### src/rtl/irq_entry_seq.sv
module irq_entry_seq #(
  parameter int NL      = 8,
  parameter int PW      = 8,
  parameter int EXC_OFS = 16
) (
  input  logic             clk,
  input  logic             rst_n,
  input  logic [NL-1:0]    irq_req,
  input  logic [NL*PW-1:0] irq_prio,
  input  logic [31:0]      sp_in,
  input  logic [31:0]      vec_base,
  input  logic [255:0]     frame_in,
  input  logic             handler_done,
  output logic             recog,
  output logic [31:0]      sp_out,
  output logic             push_valid,
  output logic [31:0]      push_addr,
  output logic [31:0]      push_data,
  output logic             fetch_valid,
  output logic [31:0]      fetch_addr,
  output logic [2:0]       trace_stat,
  output logic [PW-1:0]    act_prio,
  output logic [8:0]       act_num
);

  localparam int IW        = (NL > 1) ? $clog2(NL) : 1;
  localparam int ENTRY_LAT = 12;
  localparam int SEQ_LAST  = ENTRY_LAT - 3;
  localparam int CW        = $clog2(ENTRY_LAT + 4);
  localparam int FRAME_B   = 32;

  typedef enum logic [2:0] {S_IDLE, S_RECOG, S_SEQ, S_ENTER, S_ACT} st_t;

  st_t           state;
  logic [NL-1:0] pend_q, pend_d, pend_clr;
  logic [CW-1:0] cnt_q, lat_q;
  logic [PW-1:0] prio_q, win_pri;
  logic [8:0]    num_q, win_num;
  logic [IW-1:0] win_idx;
  logic          win_any;
  logic [31:0]   base_q;
  logic [2:0]    slot;

  assign pend_d = pend_q | irq_req;

  always_comb begin
    win_any = 1'b0;
    win_idx = '0;
    win_pri = '1;
    for (int i = 0; i < NL; i++) begin
      if (pend_d[i] && (!win_any || irq_prio[PW*i +: PW] < win_pri)) begin
        win_any = 1'b1;
        win_idx = IW'(i);
        win_pri = irq_prio[PW*i +: PW];
      end
    end
  end

  assign win_num  = 9'(EXC_OFS) + 9'(win_idx);
  assign pend_clr = (state == S_IDLE && win_any) ? (NL'(1) << win_idx) : '0;

  always_ff @(posedge clk) begin
    if (!rst_n) begin
      state  <= S_IDLE;
      pend_q <= '0;
      cnt_q  <= '0;
      lat_q  <= '0;
      prio_q <= '1;
      num_q  <= '0;
      base_q <= '0;
    end else begin
      pend_q <= pend_d & ~pend_clr;
      if (state == S_IDLE) lat_q <= '0;
      else if (lat_q != '1) lat_q <= lat_q + 1'b1;
      case (state)
        S_IDLE: if (win_any) begin
          state  <= S_RECOG;
          num_q  <= win_num;
          prio_q <= win_pri;
        end
        S_RECOG: begin
          state  <= S_SEQ;
          cnt_q  <= '0;
          base_q <= sp_in - 32'(FRAME_B);
        end
        S_SEQ: begin
          if (cnt_q == CW'(SEQ_LAST)) state <= S_ENTER;
          else cnt_q <= cnt_q + 1'b1;
        end
        S_ENTER: state <= S_ACT;
        S_ACT: if (handler_done) state <= S_IDLE;
        default: state <= S_IDLE;
      endcase
    end
  end

  assign slot        = (cnt_q < CW'(2)) ? 3'(cnt_q + CW'(6)) : 3'(cnt_q - CW'(2));
  assign recog       = (state == S_RECOG);
  assign sp_out      = (state == S_IDLE || state == S_RECOG) ? sp_in : base_q;
  assign push_valid  = (state == S_SEQ) && (cnt_q < CW'(8));
  assign push_addr   = base_q + {27'd0, slot, 2'b00};
  assign push_data   = frame_in[32*slot +: 32];
  assign fetch_valid = (state == S_SEQ) && (cnt_q == '0);
  assign fetch_addr  = vec_base + {21'd0, num_q, 2'b00};
  assign trace_stat  = (state == S_ENTER) ? 3'b001 : 3'b000;
  assign act_prio    = (state == S_ENTER || state == S_ACT) ? prio_q : '1;
  assign act_num     = (state == S_IDLE) ? 9'd0 : num_q;

  p_recog_to_bus_r2: assert property (@(posedge clk) disable iff (!rst_n)
    recog |=> (push_valid && fetch_valid));

  p_first_push_pc_r4: assert property (@(posedge clk) disable iff (!rst_n)
    fetch_valid |-> (push_addr == sp_out + 32'h18));

  p_trace_code_r5: assert property (@(posedge clk) disable iff (!rst_n)
    (trace_stat == 3'b000 || trace_stat == 3'b001));

  p_trace_pulse_r5: assert property (@(posedge clk) disable iff (!rst_n)
    (trace_stat == 3'b001) |=> (trace_stat == 3'b000));

  p_latency_r5: assert property (@(posedge clk) disable iff (!rst_n)
    (trace_stat == 3'b001) |-> (lat_q == CW'(ENTRY_LAT - 1)));

  p_prio_hold_r6: assert property (@(posedge clk) disable iff (!rst_n)
    (state == S_ACT) |-> $stable(act_prio));

  p_num_hold_r7: assert property (@(posedge clk) disable iff (!rst_n)
    (state != S_IDLE && $past(state) != S_IDLE) |-> $stable(act_num));

  p_done_idle_r10: assert property (@(posedge clk) disable iff (!rst_n)
    (state == S_ACT && handler_done) |=> (act_prio == '1 && act_num == 9'd0 && trace_stat == 3'b000));

endmodule

### config.mk
export PLATFORM = sky130hd
export DESIGN_NAME = irq_entry_seq
export DESIGN_NICKNAME = d
export VERILOG_FILES = /design/src/rtl/irq_entry_seq.sv
export SDC_FILE = /design/constraint.sdc
export NUM_CORES = 1
export LEC_CHECK = 0
export BUFFER_PORTS_ARGS = -buffer_cell sky130_fd_sc_hd__buf_2
export CAP_MARGIN = 20
export CORE_AREA = 4 4 208 210
export CTS_CLUSTER_DIAMETER = 60
export DETAILED_ROUTE_END_ITERATION = 12
export DIE_AREA = 0 0 212 214
export PLACE_DENSITY = 0.45
export SLEW_MARGIN = 20
export SYNTH_ARGS = -nofsm -noshare
export SYNTH_HDL_FRONTEND = slang
export SYNTH_SLANG_ARGS = --single-unit
export TNS_END_PERCENT = 5
### constraint.sdc
create_clock -name clk -period 17.1 [get_ports clk]
set_clock_uncertainty 0.2 [all_clocks]
set_input_delay 3.42 -clock clk [delete_from_list [all_inputs] [get_ports clk]]
set_output_delay 3.42 -clock clk [all_outputs]
set_load 0.1 [all_outputs]
==> metrics <==
commonest cells after routing, fill and taps aside 534 x buf_2, 187 x nand2_1, 66 x nor2_1, 64 x mux4_2, 57 x dfxtp_1; Fin Setup TNS 0 ns; final setup vio count 0; Yosys cell types between 80 and 90; Max stage delay cell, worst path mux2_1; Yosys reg bits slightly below 60; post-layout power 1.71 mW; sequential area share after synthesis between 10% and 20%; Layout area overhead 41.6%; critical path type input port to flip-flop; CP dominant cell by count nor2_1; most common cell after layout, fill and taps aside buf_2; layout net count 2022; chip height 214 um; vias per cell around 4.9; Num CTS Buffers 9; DRC Markers 0; via count about 11000; clock tree buffer depth 2; number of enable flip-flop cells after synthesis 0; Hold Crit Class flip-flop to flip-flop; CTS tree built; Switching Share about 61%; Req. time, crit path roughly 17 ns; die span in x around 210 um; Final Cycle Share a little over 90%; row count between 70 and 80; number of max-cap violations 0; P_leak ~6 nW; CTS H-Tree Depth 3; CP max stage delay 0.38 ns; Placer Congestion around 0.95; Fin Hold WS about 0.28 ns; slew at the pin with the worst max-slew slack 0.939 ns; Routed Antenna Nets 0; cells after synthesis approximately 1100; Tot GR Track Use about a fifth; Top FF cell, synth dfxtp_1; vias in the first global route about 10000; Mean Syn Cell Area 8.12 um2; Final min period around 16 ns; largest net degree at the start of global routing approximately 60; CTS Sinks just under 60; Reg power frac about 13%; clock power share a little under an eighth; CTS Hold Bufs 0; Pwr per Cell Area 139 mW/mm2; fin. max-slew vios 0; critical path fanouts, max 14; f_max around 0.063 GHz; WL/cell around 22 um; gr ovfl total 0; Clk pin slew, worst setup/hold paths 0.05 ns; Comb pwr share around 76%; Worst EP arrival ~16 ns; Pre-antenna DRT Iters 5; mapped cell area roughly 0.0087 mm2; Synth warnings 0; Core ar. ~0.042 mm2; unrepaired setup endpoints after global routing no; drt total wl around 48000 um; Clock Tree Root clkbuf_16; slew margin rel. between 30% and 40%; VDD IR max about 97 uV; initial core utilization a little over a fifth; Finished Cell Area 0.0123 mm2; Clock Latency Late Sink around 0.33 ns; share of layout cells above drive strength 1 45.3%; internal power between 600 and 700 uW; initial antenna violation count 23; outcome completed; Setup crit end kind flip-flop; PortBufs 534; count of final hold-check violations 0; # IOs roughly 550; Critical Path Start Type input port; die footprint roughly 0.045 mm2; Synth async-reset ratio 0%; Cell Area, Placed 0.0119 mm2; DP HPWL about 40000 um; Sw Pwr between 1 and 1.5 mW; first-pass GRT wire length about 70000 um; DR iter-0 viols 675
==> path summary, 6_finish.rpt <==
kind / cells past startpoint / from / to / slack (ns)
hold reg to reg: 2 / base_q[1]$_SDFFE_PN0P_ / base_q[1]$_SDFFE_PN0P_ / 0.28
hold / removal: 2 / base_q[1]$_SDFFE_PN0P_ / base_q[1]$_SDFFE_PN0P_ / 0.28
setup reg to reg: 66 / pend_q[0]$_SDFF_PN0_ / prio_q[3]$_SDFFE_PN1P_ / 3.95
setup / recovery: 67 / irq_req[0] / prio_q[3]$_SDFFE_PN1P_ / 1.18
==> worst max-delay path, delay by kind of cell <==
family                     cells  cell delay [ns]
AOI/OAI and AO/OA             31             6.05
adders and majority gates      7             1.83
buffers and inverters          9             1.12
muxes                          4             1.40
and+or+nand+nor               16             2.12
==> metal layers <==
| layer | vias up | GRT usage (%) | part of all wire [%] |
|---|---|---|---|
| li1 | 4935 | - | - |
| met3 | 59 | 4.00 | 6.8 |
| met5 | - | 0 | 0.10 |
| met2 | 419 | 33.8 | 49 |
| met4 | 8 | 6.59 | 2.6 |
| met1 | 5080 | 24.7 | 41 |
==> metrics by stage <==
step | std cells | utilization (%) | worst slack, ns
finish | 2130 | 29.5 | 1.18
global route | 2128 | 29.5 | 0.000471
CTS | 2114 | 29.3 | 0.476
detailed placement | 2098 | 28.6 | 0.134
global placement | 2098 | 28.6 | 0.486
floorplan | 1074 | - | 1.22
==> cell families (layout without fill, tap and decap cells) <==
| kind of cell | after synthesis | in the layout | synth area share (%) |
|---|---|---|---|
| mux | 124 | 124 | 24.3 |
| fa+ha+maj | 56 | 56 | 8.21 |
| buf+inv | 116 | 620 | 5.56 |
| other cells | 1 | 20 | 0.0433 |
| xor+xnor | 74 | 74 | 7.48 |
| compound gates | 217 | 217 | 18.3 |
| flops | 59 | 59 | 13.6 |
| simple gates | 421 | 421 | 22.5 |
==> flip-flops by register name, summed over array words and instances, names as in the netlist <==
signal / cells
prio_q: 8
num_q: 4
pend_q: 8
state: 3
base_q: 32
cnt_q: 4
==> cell usage after synthesis (10+ instances only) <==
library cell  number  share of area [%]
nor3_1            25                1.4
nand3_1           31                1.8
inv_1             52                2.3
mux2_2            48                6.2
o211a_1           27                3.1
nor4_1            10               0.72
xnor2_1           55                5.6
a21oi_1           38                2.2
mux4_2            64                 17
a21o_1            22                1.9
or3_1             12               0.87
clkbuf_1          44                1.9
nand2_1          188                8.1
and3_1            19                1.4
o21ai_0           51                2.9
buf_4             12                1.0
nor2b_1           10               0.72
nand4_1           17                1.2
xor2_1            19                1.9
mux2i_1           11                1.3
nor2_1            69                3.0
ha_1              52                7.5
dfxtp_1           59                 14
==> area by class of cell <==
type	count	area (um2)
Inverter	53	199
Clock buffer	12	246
Sequential cell	59	1190
Tap cell	539	674
Clock inverter	4	73.8
Fill cell	4542	29300
Multi-Input combinational cell	899	7060
Timing Repair Buffer	551	2800
Antenna cell	13	32.5
==> power by group through the flow <==
stage          combinational (mW)  clock (mW)  sequential, mW
4_1_cts                      1.28       0.205           0.220
2_1_floorplan                1.01           0           0.198
3_5_place_dp                 1.28           0           0.223
3_3_place_gp                 1.27           0           0.224
5_1_grt                      1.37       0.211           0.227
6_report                     1.29       0.198           0.220
==> what timing repair did <==
item,CTS,global route
buffers inserted,0,3
resized for setup,0,13
setup endpoints to repair,0,19
Power figures use the tool's default switching activity.
